**src/rtl/pld_pkg.sv**
```systemverilog
package pld_pkg;

  typedef enum logic [1:0] {
    LM_DUAL12  = 2'd0,
    LM_ILV12   = 2'd1,
    LM_DUAL8   = 2'd2,
    LM_SINGLE8 = 2'd3
  } link_mode_e;

  function automatic logic is_paired(input link_mode_e m);
    return (m == LM_ILV12);
  endfunction

endpackage

```
**src/rtl/pld_mode_latch.sv**
```systemverilog
module pld_mode_latch
  import pld_pkg::*;
(
  input  logic       clk,
  input  logic       rst_n,
  input  logic       in_de,
  input  logic [1:0] mode_sel,
  output link_mode_e mode_q
);

  // the mode is loaded only during blanking so a line is never converted two ways
  always_ff @(posedge clk) begin
    if (!rst_n) begin
      mode_q <= LM_DUAL12;
    end else if (!in_de) begin
      mode_q <= link_mode_e'(mode_sel);
    end
  end

  // an active cycle never lets the latched mode move
  p_mode_hold_r2: assert property (@(posedge clk) disable iff (!rst_n)
    $past(in_de) |-> $stable(mode_q));

endmodule

```
**src/rtl/pld_phase_track.sv**
```systemverilog
module pld_phase_track
  import pld_pkg::*;
(
  input  logic       clk,
  input  logic       rst_n,
  input  link_mode_e mode_q,
  input  logic       in_de,
  output logic       pix_done,
  output logic       hi_beat,
  output logic       odd_end
);

  logic de_q;
  logic ph;
  logic paired;
  logic de_rise;
  logic second;

  assign paired   = is_paired(mode_q);
  assign de_rise  = in_de & ~de_q;
  // a rising display enable always opens a pair
  assign second   = paired & ph & ~de_rise;
  assign pix_done = ~paired | second;
  assign hi_beat  = paired & ~second;
  // a line that closed on a first beat leaves ph set in the first blank cycle
  assign odd_end  = paired & ~in_de & de_q & ph;

  always_ff @(posedge clk) begin
    if (!rst_n) begin
      de_q <= 1'b0;
      ph   <= 1'b0;
    end else begin
      de_q <= in_de;
      if (!paired)      ph <= 1'b0;
      else if (de_rise) ph <= 1'b1;
      else if (odd_end) ph <= 1'b0;
      else              ph <= ~ph;
    end
  end

  // the beat at the rising enable is always taken as the high beat
  p_rise_high_r5: assert property (@(posedge clk) disable iff (!rst_n)
    (paired && in_de && !de_q) |-> (hi_beat && !pix_done));

  // the pair phase is cleared after an unpaired line end
  p_odd_clear_r10: assert property (@(posedge clk) disable iff (!rst_n)
    odd_end |=> !ph);

endmodule

```
**src/rtl/pld_out_stage.sv**
```systemverilog
module pld_out_stage
  import pld_pkg::*;
#(
  parameter int CH_W = 8,
  parameter int LO_W = 4
) (
  input  logic            clk,
  input  logic            rst_n,
  input  link_mode_e      mode_q,
  input  logic            pix_done,
  input  logic            hi_beat,
  input  logic            odd_end,
  input  logic            in_de,
  input  logic            in_hs,
  input  logic            in_vs,
  input  logic [CH_W-1:0] in_a,
  input  logic [CH_W-1:0] in_b,
  output logic            out_en,
  output logic            out_de,
  output logic            out_hs,
  output logic            out_vs,
  output logic [CH_W-1:0] out_a,
  output logic [CH_W-1:0] out_b,
  output logic            odd_err
);

  localparam int PAD_W = CH_W - LO_W;

  logic [CH_W-1:0] hi_q;

  function automatic logic [CH_W-1:0] low_part(input logic [CH_W-1:0] w);
    return {{PAD_W{1'b0}}, w[LO_W-1:0]};
  endfunction

  function automatic logic [CH_W-1:0] chan_a(input link_mode_e m,
                                             input logic [CH_W-1:0] a,
                                             input logic [CH_W-1:0] held);
    return (m == LM_ILV12) ? held : a;
  endfunction

  function automatic logic [CH_W-1:0] chan_b(input link_mode_e m,
                                             input logic [CH_W-1:0] a,
                                             input logic [CH_W-1:0] b);
    case (m)
      LM_DUAL12: return low_part(b);
      LM_ILV12:  return low_part(a);
      LM_DUAL8:  return b;
      default:   return '0;
    endcase
  endfunction

  always_ff @(posedge clk) begin
    if (!rst_n) begin
      hi_q    <= '0;
      out_en  <= 1'b0;
      out_de  <= 1'b0;
      out_hs  <= 1'b0;
      out_vs  <= 1'b0;
      out_a   <= '0;
      out_b   <= '0;
      odd_err <= 1'b0;
    end else begin
      out_en  <= pix_done;
      odd_err <= odd_end;
      if (hi_beat) hi_q <= in_a;
      if (pix_done) begin
        out_de <= in_de;
        out_hs <= in_hs;
        out_vs <= in_vs;
        out_a  <= in_de ? chan_a(mode_q, in_a, hi_q) : '0;
        out_b  <= in_de ? chan_b(mode_q, in_a, in_b) : '0;
      end
    end
  end

  // blanking words are zero
  p_blank_zero_r8: assert property (@(posedge clk) disable iff (!rst_n)
    !out_de |-> (out_a == '0 && out_b == '0));

  // a 12-bit low part never reaches the upper bits of channel B
  p_low_pad_r4: assert property (@(posedge clk) disable iff (!rst_n)
    (out_de && (mode_q == LM_DUAL12 || mode_q == LM_ILV12))
      |-> (out_b[CH_W-1:LO_W] == '0));

  // pixel enables are spaced by two cycles inside an interleaved line
  p_ilv_gap_r4: assert property (@(posedge clk) disable iff (!rst_n)
    (mode_q == LM_ILV12 && out_en && out_de) |=> !out_en);

  // channel B is idle in single 8-bit mode
  p_single_b_r7: assert property (@(posedge clk) disable iff (!rst_n)
    (mode_q == LM_SINGLE8 && out_de) |-> (out_b == '0));

  // the error pulse comes with a dropped, non-displayed pixel slot
  p_err_drop_r10: assert property (@(posedge clk) disable iff (!rst_n)
    odd_err |-> (out_en && !out_de));

endmodule

```
**src/rtl/pixel_link_demux.sv**
```systemverilog
module pixel_link_demux
  import pld_pkg::*;
#(
  parameter int DATA_W = 8,
  parameter int LO_W   = 4
) (
  input  logic              clk,
  input  logic              rst_n,
  input  logic [1:0]        mode_sel,
  input  logic              in_de,
  input  logic              in_hs,
  input  logic              in_vs,
  input  logic [DATA_W-1:0] in_a,
  input  logic [DATA_W-1:0] in_b,
  output logic              out_en,
  output logic              out_de,
  output logic              out_hs,
  output logic              out_vs,
  output logic [DATA_W-1:0] out_a,
  output logic [DATA_W-1:0] out_b,
  output logic              odd_err
);

  link_mode_e mode_q;
  logic       pix_done;
  logic       hi_beat;
  logic       odd_end;

  pld_mode_latch u_mode (
    .clk      (clk),
    .rst_n    (rst_n),
    .in_de    (in_de),
    .mode_sel (mode_sel),
    .mode_q   (mode_q)
  );

  pld_phase_track u_phase (
    .clk      (clk),
    .rst_n    (rst_n),
    .mode_q   (mode_q),
    .in_de    (in_de),
    .pix_done (pix_done),
    .hi_beat  (hi_beat),
    .odd_end  (odd_end)
  );

  pld_out_stage #(
    .CH_W (DATA_W),
    .LO_W (LO_W)
  ) u_out (
    .clk      (clk),
    .rst_n    (rst_n),
    .mode_q   (mode_q),
    .pix_done (pix_done),
    .hi_beat  (hi_beat),
    .odd_end  (odd_end),
    .in_de    (in_de),
    .in_hs    (in_hs),
    .in_vs    (in_vs),
    .in_a     (in_a),
    .in_b     (in_b),
    .out_en   (out_en),
    .out_de   (out_de),
    .out_hs   (out_hs),
    .out_vs   (out_vs),
    .out_a    (out_a),
    .out_b    (out_b),
    .odd_err  (odd_err)
  );

endmodule

```
**config.mk**
```make
export PLATFORM = sky130hd
export DESIGN_NAME = pixel_link_demux
export DESIGN_NICKNAME = d
export VERILOG_FILES = /design/src/rtl/pld_pkg.sv /design/src/rtl/pld_mode_latch.sv /design/src/rtl/pld_phase_track.sv /design/src/rtl/pld_out_stage.sv /design/src/rtl/pixel_link_demux.sv
export SDC_FILE = /design/constraint.sdc
export NUM_CORES = 1
export LEC_CHECK = 0
export ABC_AREA = 1
export CORE_MARGIN = 2
export CORE_UTILIZATION = 30
export CTS_CLUSTER_DIAMETER = 120
export CTS_CLUSTER_SIZE = 25
export DETAILED_ROUTE_END_ITERATION = 12
export PLACE_DENSITY_LB_ADDON = 0.08
export SETUP_SLACK_MARGIN = 0.5
export SYNTH_ARGS = -nofsm -noshare
export SYNTH_HDL_FRONTEND = slang
export SYNTH_HIERARCHICAL = 1
export SYNTH_SLANG_ARGS = --single-unit
```
**constraint.sdc**
```tcl
create_clock -name clk -period 1.9 [get_ports clk]
set_input_delay 0.38 -clock clk [delete_from_list [all_inputs] [get_ports clk]]
set_output_delay 0.38 -clock clk [all_outputs]
set_load 0.02 [all_outputs]
```
==> metrics.md, run 1 <==
| Metric | Value |
|---|---|
| Status | finished clean |
| Xor/xnor share of the synthesized area | 0 |
| Critical path type | reg -> out |
| Critical Path Source Type | flop |
| Vias | between 1000 and 1500 |
| Synth Net Count | 217 |
| Simple-Gate Fraction of Synth Area | 0.2677 |
| Final worst setup slack | between 0.5 and 0.6 ns |
| Number of CTS-inserted buffers | 5 |
| Initial Util | 0.3124 |
| CP peak stage delay | 0.36 ns |
| Worst-skew pair later-pin latency | ~0.28 ns |
| Leakage power | just over 0.0009 µW |
| Num rows | 24 |
| Switching Fraction | 0.2708 |
| Pin count of the biggest net entering global routing | 20 |
| Hold Path Depth | 3 |
| Initial antenna violation count | 0 |
| Maxcap violations | 0 |
| Fraction of power consumed by combinational cells | 0.178 |
| Wire length per cell | between 10 and 15 µm |
| Reg-to-reg slack, setup | 0.66 ns |
| GRT Util Overall | 0.1422 |
| Post-synthesis mux area share | 0 |
| Worst r2r dst | u_out/out_a[5]$_SDFFE_PN0P_ |
| Commonest non-fill, non-tap cell in the layout | nand2_1 |
| Clk buf depth | 2 |
| Slew Limit Headroom | 0.8012 |
| CORE AREA | roughly 4400 µm² |
| RSZ-0062 raised after global routing | no |
| Cells after Synth | roughly 190 |
| Synth Area in Adders | 0 |
| P_sw | about 420 µW |
| Setup Slack @ Placement | between 0.1 and 0.15 ns |
| Layout Nets | around 270 |
| Drt first pass iters | 4 |
| Vias per Instance | around 4.6 |
| Global-route wire length before repair | 5582 µm |
| Most frequent cells in the layout | 52 x nand2_1, 32 x dfxtp_1, 26 x inv_1 |
| Critical-path cell list | clkdlybuf4s15_1 |
| Reg2reg start | u_mode/mode_q[1]$_SDFFE_PN0N_ |
| Fin Hold WS | approximately 0.44 ns |
| Share of cells above drive strength 1 | 0.09016 |
| Cell Pwr Density | roughly 800 nW/µm² |
| Antenna Nets Post-Route | 0 |
| # setup viols final | 0 |
| Fmax | roughly 750 MHz |
| Post-CTS setup buffers | 0 |
| Number of global-route vias before repair | roughly 1200 |
| Fin. Hold Viols | 0 |
| CTS H-tree depth | 2 |
| Slew @ Worst Pin | 0.2975 ns |
| Ports | between 40 and 50 |
| Critical path buffers and inverters | 1 |
| Worst Hold Class | in -> reg |
| GR Overflow Total | 0 |
| Final setup TNS | 0 ns |
| Mean Syn Cell Area | roughly 7 µm² |
| Chip Height | 71.33 µm |
| Distinct cells, synth | 15 |
| Die X | 71.33 µm |
| RePlAce Congestion | between 0.7 and 0.8 |
| Skew final | 0.004137 ns |
| Fin crit share | 0.7045 |
| Fraction of the mapped netlist area in compound gates | 0.1325 |
| Die footprint | approximately 5100 µm² |
| Ys Warns | 6 |
| CP delay by family, top | flip-flops |
| Max VDD drop | approximately 0.38 mV |
| Placed Area | around 1900 µm² |
| Critical path fanouts, max | 2 |
| Clock Sinks | 33 |
| Clk slew on worst S/H paths | around 0.060 ns |
| Cell area after layout | a little under 2000 µm² |
| Largest family of logic cells by synthesized area | simple AND/OR/NAND/NOR gates |
| CTS tree | built |
| Sequential cell area fraction in the yosys report | 0.4857 |
| HP Start | in_de |
| Clock power share | 0.341 |
| Final critical-path required period | 1.338 ns |
| CTS Hold Bufs | 0 |
| Initial detailed-routing violation count | 58 |
| Placed cell count | 289 |
| IO buf count | 43 |
| Fin. max-slew vios | 0 |
| Post-DP HPWL | about 2300 µm |
| Int Pwr | 1141 µW |
| Synth Register Bits | 33 |
| Reg power frac | 0.481 |
| DRC | 0 |
| Crit end category | output port |
| Finished Layout Cells | between 200 and 300 |
| Reg2Reg Depth | 8 |
| Ant. Diodes | 0 |
| Area grow syn2layout | 44.71% |
| Slowest cell on the critical path | dfxtp_1 |
| Clock Tree Root | clkbuf_8 |
| Routed Wire Length | about 3500 µm |
| Worst Hold End | u_phase/ph$_SDFF_PN0_ |
| Critical Path RT | 1.52 ns |
| Mapped Area | approximately 1400 µm² |
| Arr. time, crit path | ~0.96 ns |
synthesized netlist by cell type:
library cell,count,share of area
a21oi_1,26,0.096
buf_2,3,0.011
buf_4,2,0.011
buf_6,1,0.0083
clkbuf_2,1,0.0037
clkinv_1,1,0.0028
dfxtp_1,33,0.49
inv_1,26,0.072
inv_2,2,0.0055
nand2_1,53,0.15
nand2_2,1,0.0046
nand3_1,21,0.077
nor2_1,13,0.036
nor3_1,1,0.0037
o21ai_0,10,0.037
per-stage QoR:
step                utilization  power [µW]
detailed placement       0.4276        1051
global placement         0.4276        1051
floorplan                     -       917.6
global route             0.4520        1644
finish                   0.4520        1564
CTS                      0.4437        1570
how the worst max path moves through the flow:
stage                                              from  cells after the start                          end  slack, ns
after global routing          u_out/out_de$_SDFFE_PN0P_                      1                       out_de       0.52
final                         u_out/out_de$_SDFFE_PN0P_                      1                       out_de       0.56
after detailed placement                          in_de                      8  u_out/out_b[7]$_SDFFE_PN0P_       0.14
after floorplan           u_mode/mode_q[0]$_SDFFE_PN0N_                      7  u_out/out_b[0]$_SDFFE_PN0P_       0.65
after CTS                     u_out/out_de$_SDFFE_PN0P_                      1                       out_de       0.52
after global placement                            in_de                      8  u_out/out_b[4]$_SDFFE_PN0P_       0.16
state kept, by name, indices dropped and copies added (netlist names):
register       flops
u_mode/mode_q      2
u_out/hi_q         8
u_out/odd_err      1
u_out/out_a        8
u_out/out_b        8
u_out/out_de       1
u_out/out_en       1
u_out/out_hs       1
u_out/out_vs       1
u_phase/de_q       1
u_phase/ph         1
final cells by class:
| type | count | area, µm² |
|---|---|---|
| clock buffer | 7 | 86.33 |
| fill | 458 | 2386 |
| inverter | 29 | 123.9 |
| multi-input combinational | 125 | 570.5 |
| sequential | 33 | 661.9 |
| tap | 52 | 65.06 |
| timing repair buffer | 50 | 460.4 |
power groups by stage:
stage          clock, µW  sequential (µW)  combinational (µW)
2_1_floorplan          0              796                 121
4_1_cts              547              753                 270
3_3_place_gp           0              770                 281
3_5_place_dp           0              769                 281
6_report             533              753                 278
5_1_grt              578              758                 308
routing by layer:
layer	GRT usage	share of wire	vias up	wire, µm
li1	-	-	708	-
met1	0.2047	0.52	602	1786
met2	0.1996	0.41	38	1414
met3	0.04079	0.059	5	202
met4	0.05660	0.014	0	49
met5	0	0	-	0
logic make-up after synthesis:
family | after synthesis
simple gates | 89
buf+inv | 36
compound gates | 36
flops | 33
what timing repair did:
item                                    CTS  global route
endpoints found under the setup margin   38            21
gates resized for setup                  25            13
pin swaps                                 0             4
cloned                                    0             0
(Power assumes the default switching activity.)
==> run 2, diff against run 1 <==
==> constraint.sdc (replaced) <==
create_clock -name clk -period 1.3 [get_ports clk]
set_input_delay 0.26 -clock clk [delete_from_list [all_inputs] [get_ports clk]]
set_output_delay 0.26 -clock clk [all_outputs]
set_load 0.02 [all_outputs]
==> run 2 against run 1 <==
Net effect:
- flip-flop and latch count unchanged
- clock power up 59%
- die area unchanged
- sequential power up 49%
- clock-buffer cell count unchanged
- final cell count up 8.4%
- register-to-register slack worse by 0.52 ns
- worst hold slack better by 0.025 ns
- combinational power up 100%
- utilization up 9.0 points
- sequential share of layout area down 4.3 points
- critical path type is now reg -> reg
- critical endpoint is now u_out/out_hs$_SDFFE_PN0P_
- largest cell class is now buffers
==> metrics.md, run 2 (synthesis gave the netlist of run 1 again) <==
| Metric | Value |
|---|---|
| Status | finished clean |
| Fin. Hold Viols | 0 |
| Slew Limit Headroom | 0.8232 |
| Area grow syn2layout | 73.60% |
| CTS tree | built |
| Wire length per cell | around 13 µm |
| Fin. max-slew vios | 0 |
| Clock Tree Root | clkbuf_8 |
| CTS Hold Bufs | 0 |
| Largest regs | u_out/hi_q x8, u_out/out_a x8, u_out/out_b x8 |
| Crit end category | flop |
| Power, Total | about 2500 µW |
| Cell area after layout | roughly 2400 µm² |
| Ports | 44 |
| Reg2Reg Depth | 8 |
| GR Overflow Total | 0 |
| Num rows | 24 |
| Worst-skew pair later-pin latency | 0.29 ns |
| Cell Pwr Density | roughly 1100 nW/µm² |
| CORE AREA | around 4400 µm² |
| Max VDD drop | 0.7126 mV |
| Vias per Instance | 4.611 |
| Most frequent cells in the layout | 49 x nand2_1, 28 x buf_6, 23 x dfxtp_2 |
| Critical Path Source Type | flop |
| Drt first pass iters | 4 |
| Clock Sinks | 33 |
| # setup viols final | 0 |
| Critical Path RT | between 1 and 1.5 ns |
| CTS H-tree depth | 2 |
| Critical path fanouts, max | 3 |
| Antenna Nets Post-Route | 0 |
| Vias | ~1500 |
| Placed cell count | about 300 |
| Die footprint | 5088 µm² |
| Number of CTS-inserted buffers | 5 |
| RePlAce Congestion | between 0.7 and 0.8 |
| Skew final | 0.008196 ns |
| Finished Layout Cells | ~320 |
| Placed Area | between 1500 and 2000 µm² |
| Commonest non-fill, non-tap cell in the layout | nand2_1 |
| Global-route wire length before repair | 6051 µm |
| Critical path type | reg -> reg |
| Initial antenna violation count | 0 |
| Slew @ Worst Pin | 0.2650 ns |
| Fin util | 0.5422 |
| Routed Wire Length | around 4000 µm |
| Arr. time, crit path | ~1.3 ns |
| Fin crit share | 0.8920 |
| IO buf count | between 40 and 50 |
| Leakage power | between 0.001 and 0.0015 µW |
| Number of global-route vias before repair | between 1000 and 1500 |
| Maxcap violations | 0 |
| Fmax | between 800 and 900 MHz |
| Fillers | 436 |
| DRC | 0 |
| Final setup TNS | 0 ns |
| Final critical-path required period | between 1 and 1.5 ns |
| Pin count of the biggest net entering global routing | 20 |
| Hold Path Depth | 2 |
| Clk buf depth | 2 |
| Post-DP HPWL | between 2000 and 2500 µm |
| RSZ-0062 raised after global routing | yes |
| Clk slew on worst S/H paths | about 0.07 ns |
| Share of cells above drive strength 1 | 0.4275 |
| Worst Hold Class | reg -> reg |
| GRT Util Overall | 0.1533 |
| Initial Util | 0.3124 |
| Initial detailed-routing violation count | 54 |
| Ant. Diodes | 0 |
| Die X | about 71 µm |
| Layout Nets | between 200 and 300 |
| Chip Height | approximately 70 µm |
==> run 2: power breakdown <==
group / internal (µW) / switching [µW] / total, µW
sequential: 1080 / 42.3 / 1120
clock: 478 / 369 / 847
combinational: 283 / 276 / 560
==> run 2: final timing paths <==
path / from / end / slack [ns]
worst max register to register: u_phase/ph$_SDFF_PN0_ / u_out/out_hs$_SDFFE_PN0P_ / 0.14
worst min-delay path: u_out/out_b[0]$_SDFFE_PN0P_ / u_out/out_b[0]$_SDFFE_PN0P_ / 0.47
worst min register to register: u_out/out_b[0]$_SDFFE_PN0P_ / u_out/out_b[0]$_SDFFE_PN0P_ / 0.47
worst max-delay path: u_phase/ph$_SDFF_PN0_ / u_out/out_hs$_SDFFE_PN0P_ / 0.14
==> run 2: critical path: stages, from the launching register on <==
cell,delay (ns)
dfxtp_2,0.32
inv_2,0.08
nor2_4,0.03
nor2_2,0.11
nand2_2,0.09
buf_4,0.15
buf_6,0.11
o21ai_2,0.11
nor2_1,0.05
==> run 2: layout make-up <==
class                      count  area (µm²)  share of cell area
inverter                      29       116.4             0.04928
sequential                    33       693.2              0.2936
timing repair inverter         1       6.256            0.002650
timing repair buffer          73       725.7              0.3074
multi-input combinational    125       653.1              0.2766
clock buffer                   7       96.34             0.04081
tap                           52       65.06             0.02756
clock inverter                 1       5.005            0.002120
==> run 2: per-layer routing <==
layer	routed length [µm]	GRT usage
met1	1786	0.1912
met2	1942	0.2479
met3	288	0.05345
met4	42	0.05031
met5	0	0
==> run 2: stage by stage <==
| stage | hold slack [ns] | setup slack [ns] |
|---|---|---|
| 6_report | 0.4653 | 0.1404 |
| 5_1_grt | 0.4934 | 0.06200 |
| 4_1_cts | 0.4631 | 0.1557 |
| 3_5_place_dp | 0.4505 | -0.3670 |
| 3_3_place_gp | 0.4477 | -0.3420 |
| 2_1_floorplan | 0.3535 | 0.1694 |
==> run 2: repair_timing <==
| item | in CTS | in global routing |
|---|---|---|
| setup endpoints to repair | 54 | 53 |
| resized for setup | 161 | 44 |
| buffers inserted | 3 | 9 |
| endpoints found under the hold margin | 0 | 0 |
| pin swaps | 6 | 11 |
| cloned | 1 | 2 |
==> run 3, diff against run 2 <==
--- a/config.mk
+++ b/config.mk
@@ -17,3 +17,4 @@
 export SYNTH_HDL_FRONTEND = slang
 export SYNTH_HIERARCHICAL = 1
 export SYNTH_SLANG_ARGS = --single-unit
+export TNS_END_PERCENT = 1
==> run 3 against run 2 <==
Net effect:
- power fell by 9.6%
- sequential share of layout area rose by 2.3 points
- utilization fell by 5.9 points
- sequential power barely moved
- die area did not move
- largest power group unchanged
- highest routed layer unchanged
==> metrics.md, run 3 (synthesis gave the netlist of run 1 again) <==
| Metric | Value |
|---|---|
| Share of cells above drive strength 1 | 0.1875 |
| Vias per Instance | between 4 and 5 |
| Clock Tree Root | clkbuf_8 |
| Reg power frac | 0.482 |
| Fin. max-slew vios | 0 |
| Die footprint | 5088 µm² |
| Antenna Nets Post-Route | 0 |
| Cell Pwr Density | 1086 nW/µm² |
| CP peak stage delay | 0.32 ns |
| Fin Hold WS | about 0.46 ns |
| Routed Wire Length | approximately 3600 µm |
| CTS Hold Bufs | 0 |
| CTS tree | built |
| Reg2reg start | u_mode/mode_q[1]$_SDFFE_PN0N_ |
| Critical path startpoint | u_mode/mode_q[1]$_SDFFE_PN0N_ |
| CTS H-tree depth | 2 |
| Fin crit share | 0.9294 |
| Initial detailed-routing violation count | 45 |
| Int Pwr | roughly 1700 µW |
| Initial antenna violation count | 0 |
| Hold Path Depth | 2 |
| Fraction of power consumed by combinational cells | 0.201 |
| Ports | 44 |
| Post-DP HPWL | roughly 2500 µm |
| Vias | 1375 |
| Max VDD drop | 0.6243 mV |
| Status | finished clean |
| Final critical-path required period | around 1.2 ns |
| Critical path type | reg -> reg |
| IO buf count | between 40 and 50 |
| Power, Total | about 2300 µW |
| Maxcap violations | 0 |
| CORE AREA | between 4000 and 5000 µm² |
| P_sw | around 630 µW |
| Critical path fanouts, max | 6 |
| Clock power share | 0.317 |
| HP Start | u_out/out_a[3]$_SDFFE_PN0P_ |
| Worst Hold Class | reg -> reg |
| RSZ-0062 raised after global routing | yes |
| GRT Util Overall | 0.1512 |
| Number of global-route vias before repair | 1391 |
| # setup viols final | 0 |
| Initial Util | 0.3124 |
| Largest regs | u_out/hi_q x8, u_out/out_a x8, u_out/out_b x8 |
| Clk slew on worst S/H paths | approximately 0.07 ns |
| Chip Height | around 70 µm |
| Worst-skew pair later-pin latency | ~0.28 ns |
| Global-route wire length before repair | approximately 6000 µm |
| Critical Path RT | between 1 and 1.5 ns |
| Critical Path Source Type | flop |
| Drt first pass iters | 4 |
| Fmax | 827.6 MHz |
| Commonest non-fill, non-tap cell in the layout | nand2_1 |
| Skew final | around 0.0054 ns |
| Slew @ Worst Pin | approximately 0.31 ns |
| CP most frequent cell | nand2_2 |
| Crit end category | flop |
| Clk buf depth | 2 |
| Number of CTS-inserted buffers | 5 |
| Arr. time, crit path | 1.38 ns |
| Clock Sinks | 33 |
| RePlAce Congestion | 0.7601 |
| Area grow syn2layout | 54.83% |
| Ant. Diodes | 0 |
| Reg2Reg Depth | 8 |
| Slew Limit Headroom | 0.7942 |
| Layout Nets | 278 |
| Wire length per cell | roughly 12 µm |
| DRC | 0 |
| Fin. Hold Viols | 0 |
| Num rows | 24 |
| Die X | around 71 µm |
| GR Overflow Total | 0 |
| Critical-path cell list | inv_2, nand2_2, nor2_2, nand2_2, nand2_4, clkinvlp_4, nand2_1, a21oi_2 |
| Most frequent cells in the layout | 51 x nand2_1, 30 x dfxtp_1, 24 x inv_1 |
| Pin count of the biggest net entering global routing | 20 |
| Switching Fraction | 0.2739 |
| Slowest cell on the critical path | dfxtp_2 |
| Leakage power | 0.0009146 µW |
[run 3: cell count changes in the layout (fill, tap and decap cells not counted), sizes merged]
cell and change:
clkinv +1, dlygate4sd2 +1, buf -34, clkinvlp +1, inv -1, clkdlybuf4s15 +19, clkdlybuf4s50 +1, clkbuf -1
[run 3: per-layer routing]
metal	routed length (µm)	vias to the layer above	global-route usage
met2	1529	42	0.2407
met5	0	-	0
met4	95	0	0.06289
met3	217	10	0.04501
li1	-	729	-
met1	1759	594	0.1914
[run 3: repair_timing]
item / CTS / global route
setup buffers: 3 / 1
pin swaps: 9 / 4
resized for setup: 58 / 3
gates cloned: 1 / 0
endpoints found under the setup margin: 54 / 54
[run 3: area by class of cell]
class	instances	area [µm²]
Fill cell	449	2248
Sequential cell	33	666.9
Clock inverter	2	10.01
Inverter	29	111.4
Timing Repair Buffer	60	586.8
Multi-Input combinational cell	125	585.6
Timing Repair inverter	1	7.507
Tap cell	52	65.06
Clock buffer	6	72.57
[run 3: critical path: cells and delay by family (launching register included)]
kind	cells	cell delay, ns
flops	1	0.32
simple gates	5	0.50
compound gates	1	0.05
buf+inv	2	0.23
[run 3: power by group through the flow]
stage	combinational, µW	clock [µW]	sequential [µW]
after floorplan	181	0	1160
after global placement	442	0	1130
after detailed placement	440	0	1130
after CTS	457	760	1100
after global routing	509	791	1110
final	459	725	1100
[run 3: per-stage QoR]
stage               std cells  area (µm²)  setup slack [ns]  utilization  setup TNS [ns]
floorplan                 194        1374            0.1691            -               0
global placement          295        1942           -0.2787       0.4460          -6.829
detailed placement        295        1942           -0.3177       0.4460          -7.311
CTS                       307        2093            0.1053       0.4807               0
global route              308        2106           0.01201       0.4836               0
finish                    308        2106           0.09174       0.4836               0
[run 3: final timing paths]
path | endpoint | slack [ns]
min | u_out/out_a[3]$_SDFFE_PN0P_ | 0.46
max | u_out/out_b[0]$_SDFFE_PN0P_ | 0.09
max reg2reg | u_out/out_b[0]$_SDFFE_PN0P_ | 0.09
min reg2reg | u_out/out_a[3]$_SDFFE_PN0P_ | 0.46
